**src/rtl/pad_pull_pkg.sv**
```systemverilog
package pad_pull_pkg;
   typedef enum logic [1:0] {
      PULL_NONE = 2'd0,
      PULL_DOWN = 2'd1,
      PULL_UP   = 2'd2,
      PULL_KEEP = 2'd3
   } pull_mode_e;
endpackage

```
**src/rtl/pull_mode_ctrl.sv**
```systemverilog
module pull_mode_ctrl
   import pad_pull_pkg::*;
#(
   parameter int SETUP_CYCLES = 150
) (
   input  logic       clk,
   input  logic       rst_n,
   input  logic       mode_wr,
   input  logic [1:0] mode_in,
   input  logic       strobe_rise,
   output pull_mode_e mode_q,
   output logic       mode_stable,
   output logic       setup_viol
);
   localparam int CNT_W = $clog2(SETUP_CYCLES + 1);
   localparam logic [CNT_W-1:0] CNT_MAX = CNT_W'(SETUP_CYCLES);

   logic [CNT_W-1:0] settle_cnt;

   always_ff @(posedge clk) begin
      if (!rst_n) begin
         mode_q     <= PULL_NONE;
         settle_cnt <= '0;
         setup_viol <= 1'b0;
      end else if (mode_wr) begin
         mode_q     <= pull_mode_e'(mode_in);
         settle_cnt <= '0;
         setup_viol <= 1'b0;
      end else begin
         if (settle_cnt != CNT_MAX) settle_cnt <= settle_cnt + 1'b1;
         if (strobe_rise && !mode_stable) setup_viol <= 1'b1;
      end
   end

   assign mode_stable = (settle_cnt == CNT_MAX);


   mode_hold_chk: assert property (@(posedge clk) disable iff (!rst_n)
      !mode_wr |=> $stable(mode_q));

   stable_drop_chk: assert property (@(posedge clk) disable iff (!rst_n)
      mode_wr |=> !mode_stable);

   viol_sticky_chk: assert property (@(posedge clk) disable iff (!rst_n)
      (setup_viol && !mode_wr) |=> setup_viol);
endmodule

```
**src/rtl/pull_strobe_bank.sv**
```systemverilog
module pull_strobe_bank #(
   parameter int WIDTH = 32,
   parameter int LIVE  = 32
) (
   input  logic             clk,
   input  logic             rst_n,
   input  logic             wr,
   input  logic [LIVE-1:0]  wdata,
   output logic [WIDTH-1:0] strobe_q,
   output logic [LIVE-1:0]  fall,
   output logic             rise_any
);
   logic [LIVE-1:0] live_q;

   always_ff @(posedge clk) begin
      if (!rst_n)  live_q <= '0;
      else if (wr) live_q <= wdata;
   end

   generate
      if (LIVE == WIDTH) begin : g_full
         assign strobe_q = live_q;
      end else begin : g_part
         assign strobe_q = {{(WIDTH-LIVE){1'b0}}, live_q};
      end
   endgenerate

   assign fall     = {LIVE{wr}} & live_q & ~wdata;
   assign rise_any = wr & (|(~live_q & wdata));


   strobe_hold_chk: assert property (@(posedge clk) disable iff (!rst_n)
      !wr |=> $stable(live_q));
endmodule

```
**src/rtl/pull_pad_cell.sv**
```systemverilog
module pull_pad_cell
   import pad_pull_pkg::*;
(
   input  logic       clk,
   input  logic       rst_n,
   input  logic       latch,
   input  pull_mode_e mode,
   output logic       pu,
   output logic       pd
);
   pull_mode_e state_q;

   always_ff @(posedge clk) begin
      if (!rst_n) state_q <= PULL_NONE;
      else if (latch && mode != PULL_KEEP) state_q <= mode;
   end

   assign pu = (state_q == PULL_UP);
   assign pd = (state_q == PULL_DOWN);


   pad_hold_chk: assert property (@(posedge clk) disable iff (!rst_n)
      !latch |=> $stable({pu, pd}));

   pull_excl_chk: assert property (@(posedge clk) disable iff (!rst_n)
      !(pu && pd));
endmodule

```
**src/rtl/pad_pull_seq.sv**
```systemverilog
module pad_pull_seq
   import pad_pull_pkg::*;
#(
   parameter int NUM_PINS     = 54,
   parameter int DATA_W       = 32,
   parameter int ADDR_W       = 8,
   parameter int SETUP_CYCLES = 150,
   parameter int MODE_ADDR    = 'h94,
   parameter int STROBE_ADDR  = 'h98
) (
   input  logic                clk,
   input  logic                rst_n,
   input  logic                bus_wr,
   input  logic [ADDR_W-1:0]   bus_addr,
   input  logic [DATA_W-1:0]   bus_wdata,
   output logic [DATA_W-1:0]   bus_rdata,
   output logic [NUM_PINS-1:0] pull_up_en,
   output logic [NUM_PINS-1:0] pull_dn_en,
   output logic                mode_stable,
   output logic                setup_viol
);
   localparam int NUM_BANKS = (NUM_PINS + DATA_W - 1) / DATA_W;
   localparam int BANK_STEP = DATA_W / 8;

   generate
      if (DATA_W < 8 || (DATA_W % 8) != 0) begin : g_bad_width
         $error("DATA_W must be a multiple of 8");
      end
      if (NUM_PINS < 1) begin : g_bad_pins
         $error("NUM_PINS must be positive");
      end
      if (SETUP_CYCLES < 1) begin : g_bad_setup
         $error("SETUP_CYCLES must be positive");
      end
   endgenerate

   pull_mode_e                    mode_q;
   logic                          mode_wr;
   logic [NUM_BANKS*DATA_W-1:0]   strobe_all;
   logic [NUM_PINS-1:0]           fall_all;
   logic [NUM_BANKS-1:0]          rise_vec;

   assign mode_wr = bus_wr && (bus_addr == ADDR_W'(MODE_ADDR));

   pull_mode_ctrl #(.SETUP_CYCLES(SETUP_CYCLES)) u_mode (
      .clk         (clk),
      .rst_n       (rst_n),
      .mode_wr     (mode_wr),
      .mode_in     (bus_wdata[1:0]),
      .strobe_rise (|rise_vec),
      .mode_q      (mode_q),
      .mode_stable (mode_stable),
      .setup_viol  (setup_viol)
   );

   for (genvar b = 0; b < NUM_BANKS; b++) begin : g_bank
      localparam int REST = NUM_PINS - b * DATA_W;
      localparam int LIVE = (REST > DATA_W) ? DATA_W : REST;
      logic hit;
      assign hit = bus_wr && (bus_addr == ADDR_W'(STROBE_ADDR + BANK_STEP * b));

      pull_strobe_bank #(.WIDTH(DATA_W), .LIVE(LIVE)) u_bank (
         .clk      (clk),
         .rst_n    (rst_n),
         .wr       (hit),
         .wdata    (bus_wdata[LIVE-1:0]),
         .strobe_q (strobe_all[b*DATA_W +: DATA_W]),
         .fall     (fall_all[b*DATA_W +: LIVE]),
         .rise_any (rise_vec[b])
      );
   end

   for (genvar p = 0; p < NUM_PINS; p++) begin : g_pad
      pull_pad_cell u_cell (
         .clk   (clk),
         .rst_n (rst_n),
         .latch (fall_all[p]),
         .mode  (mode_q),
         .pu    (pull_up_en[p]),
         .pd    (pull_dn_en[p])
      );
   end

   always_comb begin
      bus_rdata = '0;
      if (bus_addr == ADDR_W'(MODE_ADDR)) bus_rdata[1:0] = mode_q;
      for (int b = 0; b < NUM_BANKS; b++) begin
         if (bus_addr == ADDR_W'(STROBE_ADDR + BANK_STEP * b))
            bus_rdata = strobe_all[b*DATA_W +: DATA_W];
      end
   end


   pins_excl_chk: assert property (@(posedge clk) disable iff (!rst_n)
      (pull_up_en & pull_dn_en) == '0);
endmodule

```
**config.mk**
```make
export PLATFORM = sky130hd
export DESIGN_NAME = pad_pull_seq
export DESIGN_NICKNAME = d
export VERILOG_FILES = /design/src/rtl/pad_pull_pkg.sv /design/src/rtl/pull_mode_ctrl.sv /design/src/rtl/pull_strobe_bank.sv /design/src/rtl/pull_pad_cell.sv /design/src/rtl/pad_pull_seq.sv
export SDC_FILE = /design/constraint.sdc
export NUM_CORES = 1
export LEC_CHECK = 0
export ABC_AREA = 1
export BUFFER_PORTS_ARGS = -buffer_cell sky130_fd_sc_hd__clkbuf_2
export CAP_MARGIN = 10
export CORE_MARGIN = 8
export CORE_UTILIZATION = 45
export CTS_BUF_LIST = sky130_fd_sc_hd__clkbuf_16
export CTS_CLUSTER_SIZE = 30
export DETAILED_ROUTE_END_ITERATION = 8
export PLACE_DENSITY_LB_ADDON = 0.2
export SLEW_MARGIN = 20
export SYNTH_ARGS = -nofsm -noshare
export SYNTH_HDL_FRONTEND = slang
export SYNTH_HIERARCHICAL = 1
export SYNTH_SLANG_ARGS = --single-unit
```
**constraint.sdc**
```tcl
create_clock -name clk -period 1.8 [get_ports clk]
set_input_delay 0.18 -clock clk [delete_from_list [all_inputs] [get_ports clk]]
set_output_delay 0.18 -clock clk [all_outputs]
set_load 0.03 [all_outputs]
```
### Word level (Yosys, flattened, before mapping)

Cells that the tools add are included.

| word-level totals | value |
|---|---|
| input port bits | 43 |
| ROM bits | 0 |
| bits in writable memories | 0 |
| output and inout port bits | 142 |
| bits in latches | 0 |
| flip-flop bits (word level) | 173 |
| memories | 0 |

| cells by class | value |
|---|---|
| multiply operators | 0 |
| divide/modulo/power cells | 0 |
| multiplexer cells | 3 |
| bitwise logic cells | 13 |
| order comparisons | 0 |
| eq/ne operators | 114 |
| shift operators | 0 |
| reduce and logical (&&, ||, !) cells | 63 |
| add/subtract/negate cells | 1 |

Operators by type and width:

| cell | number |
|---|---|
| $eq A2 B1 Y1 const B | 54 |
| $eq A2 B2 Y1 const B | 54 |
| $and A32 B32 Y32 | 3 |
| $and A22 B22 Y22 | 3 |
| $mux W32 | 2 |
| $not A32 Y32 | 2 |
| $logic_and A1 B1 Y1 | 58 |
| $not A22 Y22 | 2 |
| $eq A8 B8 Y1 const B | 4 |
| $reduce_or A32 Y1 | 1 |
| $reduce_or A22 Y1 | 1 |
| $add A8 B1 Y8 const B | 1 |
| $ne A8 B8 Y1 const B | 1 |
| $reduce_or A2 Y1 | 2 |
| $and A1 B1 Y1 | 2 |
| $mux W2 | 1 |
| $ne A2 B2 Y1 const B | 1 |
| $logic_not A1 Y1 | 1 |
| $not A1 Y1 | 1 |

### Depth between registers and ports, before layout

| logic depth | value |
|---|---|
| word-level depth | 6 |
| depth in mapped cells | 12 |
| depth with buffers taken out | 10 |

### Modules after synthesis

The synthesis kept the hierarchy.

Modules (own cells, without submodules):

| module | area each (sq um) | instances | seq. area each (sq um) | cells an instance |
|---|---|---|---|---|
| pull_pad_cell | 95.1 | 54 | 40.0 | 16 |
| pull_strobe_bank at g_bank[0].u_bank | 1684.1 | 1 | 640.6 | 236 |
| pull_strobe_bank at g_bank[1].u_bank | 1261.2 | 1 | 440.4 | 179 |
| pad_pull_seq | 858.3 | 1 | 0.0 | 136 |
| pull_mode_ctrl | 549.3 | 1 | 220.2 | 81 |

### Least setup slack after synthesis

Ideal clock, no wire load.

| path | value |
|---|---|
| path type | input to register |
| from | input port bus_addr[6] |
| to | register g_pad[31].u_cell.state_q[0] |
| buffers on the path | 2 |
| arrival | 1671 ps |
| path slack | 15 ps |
| cell stages on the path | 12 |
| path through | inv_1 nand2_2 nor2_8 buf_2 nand2_1 nor2_1 inv_2 buf_2 nor3_1 nand2_1 nand2_1 nor2_1 |

| between the ends | value |
|---|---|
| longest elaborated chain between the ends | 5 |

RTL lines:

| what | line | text |
|---|---|---|
| start: declaration | pad_pull_seq.sv:14 | `input logic [ADDR_W-1:0] bus_addr,` |
| $eq A8 B8 Y1 | pad_pull_seq.sv:60 | `assign hit = bus_wr && (bus_addr == ADDR_W'(STROBE_ADDR + BANK_STEP * b));` |
| $logic_and A1 B1 Y1 | pad_pull_seq.sv:60 |  |
| net g_bank[0].hit | pad_pull_seq.sv:59 | `logic hit;` |
| $and A32 B32 Y32 (2 in a row) | pull_strobe_bank.sv:28 | `assign fall = {LIVE{wr}} & live_q & ~wdata;` |
| net fall_all[31] | pad_pull_seq.sv:40 | `logic [NUM_PINS-1:0] fall_all;` |
| $logic_and A1 B1 Y1 | pull_pad_cell.sv:15 | `else if (latch && mode != PULL_KEEP) state_q <= mode;` |
| end signal: assignment | pull_pad_cell.sv:15 |  |
| end: declaration | pull_pad_cell.sv:11 | `pull_mode_e state_q;` |

The timed path passes the listed nets, and every way through them passes these cells.
A chain may end at the register's enable or synchronous reset.

### Final worst setup path

| path | value |
|---|---|
| from | register u_mode.mode_q[0] |
| to | output port bus_rdata[0] |

| between the ends | value |
|---|---|
| longest elaborated chain between the ends | 3 |

RTL lines:

| what | line | text |
|---|---|---|
| start: declaration | pull_mode_ctrl.sv:11 | `output pull_mode_e mode_q,` |
| start signal: assignment | pull_mode_ctrl.sv:26 | `mode_q <= pull_mode_e'(mode_in);` |
| $mux W2 | pad_pull_seq.sv:86 | `if (bus_addr == ADDR_W'(MODE_ADDR)) bus_rdata[1:0] = mode_q;` |
| $mux W32 (2 in a row) | pad_pull_seq.sv:88 | `if (bus_addr == ADDR_W'(STROBE_ADDR + BANK_STEP * b))` |
| end: declaration | pad_pull_seq.sv:16 | `output logic [DATA_W-1:0] bus_rdata,` |

No other way between the ends.

==> summary.txt <==
Final layout
  • Cell area after layout: 0.0113 mm^2
  • Final Util: 0.542
  • Nets@finish: 1733
  • Fin cells: 1976
  • Layout area overhead: 19.4%
  • Fraction of layout instances using a drive strength above 1: 0.189
  • Antenna cells: 0
  • Fillers: 2102

Detailed routing
  • 1st-iter DRT viols: 480
  • First-pass DRT Iterations: 5
  • Routed length per instance: 12.4 um
  • DR vias/cell: 4.67
  • Detail Route Antenna Nets: 0
  • Vias post-DR: 9221
  • DRC: 0
  • Final wirelength: 24600 um

Global routing
  • Largest net degree at the start of global routing: 47
  • Number of global-route vias before repair: 8387
  • GRT Residual Overflow: 0
  • Initial antenna violation count: 0
  • First-pass GRT wire length: 40400 um
  • GRT Util Overall: 0.187

Placement
  • Placed inst area: 0.0107 mm^2
  • Gpl congestion: 0.764
  • Hpwl dp: 18000 um
  • Placed cell count: 1944
  • Port bufs: 184

Status
  • Status: completed

Clocking
  • Clock Pin Slew Worst Setup and Hold Paths: 0.06 ns
  • Num CTS Buffers: 17
  • TritonCTS Sinks: 173
  • H-Tree Depth: 4
  • Cts hold-fix bufs: 0
  • Clock root buffer: clkbuf_16
  • Skew-Pair Late Insertion Delay: 0.43 ns
  • CTS max path bufs: 2
  • CTS tree: built

Power and ir drop
  • Clk pwr share: 0.470
  • Net Sw Frac: 0.233
  • Design Power: 8030 uW
  • Pwr Density: 709 mW/mm^2
  • Sequential Power Share: 0.479
  • Psw: 1870 uW
  • Internal power: 6160 uW
  • VDD IR-drop max: 0.537 mV
  • Combinational power share: 0.052
  • Static leakage: 0.00505 uW

Timing
  • Fin. Hold Viols: 0
  • Achievable Freq: 600 MHz
  • Setup TNS: 0 ns
  • Clock skew: 0.0101 ns
  • Clock period minus worst slack: 1.67 ns
  • Final count of pins violating max slew: 0
  • Final period util: 0.925
  • RSZ-0062 raised after global routing: false
  • Final setup fails: 0

Synth
  • Area share of the largest cell type after synthesis: 0.365
  • Yosys warns: 6
  • Post-synth ARST share: 0
  • Most frequent cells after synthesis: nand2_1 (346), inv_1 (293), nor2_1 (263)
  • Synth Cell Area: 0.00949 mm^2
  • Main synth FF type: dfxtp_1
  • Largest area contributor in the netlist: dfxtp_1
  • Most frequent cell after synthesis: nand2_1
  • Post-Syn Area per Cell: 6.34 um^2
  • Cell variety after synth: 29
  • Post-synth EDFFs: 0
  • Seq/Total Area, Yosys: 0.365
  • Number of synthesized register bits: 173
  • Mapped Cells: 1496
  • Synth top area cells: dfxtp_1 (37%), nand2_1 (14%), inv_1 (12%)

Setup path
  • Worst Path Max Fanout: 12
  • Worst EP arrival: 1.49 ns
  • Worst setup EP type: output port
  • Crit start category: flip-flop
  • Required time worst endpoint: 1.62 ns
  • WS Path Type: flip-flop to output port

Die
  • I/O pins: 185
  • Core area: 0.0209 mm^2
  • Row count: 53
  • Initial Utilization: 0.454
  • Die extent in y: 161 um
  • Die Area: 0.0260 mm^2
  • Die Wd: 161 um

Worst hold path
  • Worst hold path class: input pin to flip-flop

Flow run
  • Total of max-cap violations: 0
## layer usage
metal  global-route usage  up-vias  part of all wire
li1                     -     4926                 -
met2                0.308      192              0.46
met4               0.0551        0             0.012
met5                    0        -                 0
met3               0.0384       22             0.048
met1                0.243     4081              0.48
## state kept, by name, summed over array words and instances, names as in the netlist
register,count
g_bank.u_bank/strobe_q,32
u_mode/mode_q,2
g_bank.u_bank/live_q,22
g_pad.u_cell/state_q,108
u_mode/setup_viol,1
u_mode/settle_cnt,8
## metrics by stage
stage,hold WS [ns],setup WS [ns]
global placement,0.444,0.0186
floorplan,0.306,0.0153
detailed placement,0.451,-0.0169
global route,0.0258,0.0202
finish,0.0211,0.134
CTS,0.00240,0.0439
## power groups by stage
| stage | logic, uW | clock network (uW) | registers, uW |
|---|---|---|---|
| after floorplan | 246 | 0 | 3930 |
| after global placement | 409 | 0 | 3930 |
| after detailed placement | 416 | 0 | 3930 |
| after CTS | 418 | 3860 | 3840 |
| after global routing | 469 | 4020 | 3840 |
| final | 416 | 3770 | 3840 |
## critical path, stage by stage, from the launching register on
cell and delay (ns):
dfxtp_2 0.56, nand3_1 0.13, nand3_1 0.15, clkbuf_2 0.23
## cells in the final DEF (no fill, tap or decap), drive strengths merged
cell type / synthesis / routed
nand2: 355 / 355
inv: 296 / 300
nor2: 269 / 269
clkbuf: 1 / 199
dfxtp: 173 / 173
a21oi: 167 / 167
nand3: 76 / 76
o21ai: 66 / 66
nor3: 44 / 44
buf: 42 / 25
conb: 1 / 10
clkinv: 0 / 5
bufinv: 0 / 3
clkinvlp: 0 / 3
ha: 2 / 2
or2: 1 / 1
xnor2: 1 / 1
nor3b: 1 / 1
xor2: 1 / 1
## worst paths after layout
kind,start,end,slack [ns],depth (start not counted)
max,u_mode/mode_q[0],bus_rdata[0],0.13,3
min,bus_wdata[22],g_bank[0].u_bank/strobe_q[22],0.02,3
max reg2reg,g_bank[0].u_bank/strobe_q[29],u_mode/setup_viol,0.25,10
min reg2reg,u_mode/settle_cnt[7],u_mode/settle_cnt[7],0.47,2
## what timing repair did
action                     CTS  global route
resized for setup            0             4
setup endpoints to repair    0             1
buffers inserted             0             0
## layout make-up
class,instances,area (um^2),share of cell area
repair buffers,207,1210,0.107
flip-flops and latches,173,3470,0.306
inverters,296,1110,0.0982
clock buffers,17,425,0.0376
clock inverters,15,170,0.0150
multi-input cells,993,4600,0.406
well taps,275,344,0.0304
## cells by family after synthesis
group           share of synthesized area
buf+inv                             0.154
flops                               0.365
compound gates                      0.123
other cells                      0.000395
fa+ha+maj                         0.00264
xor+xnor                          0.00185
simple gates                        0.353
Note: power is estimated with default switching activity, not from simulation.
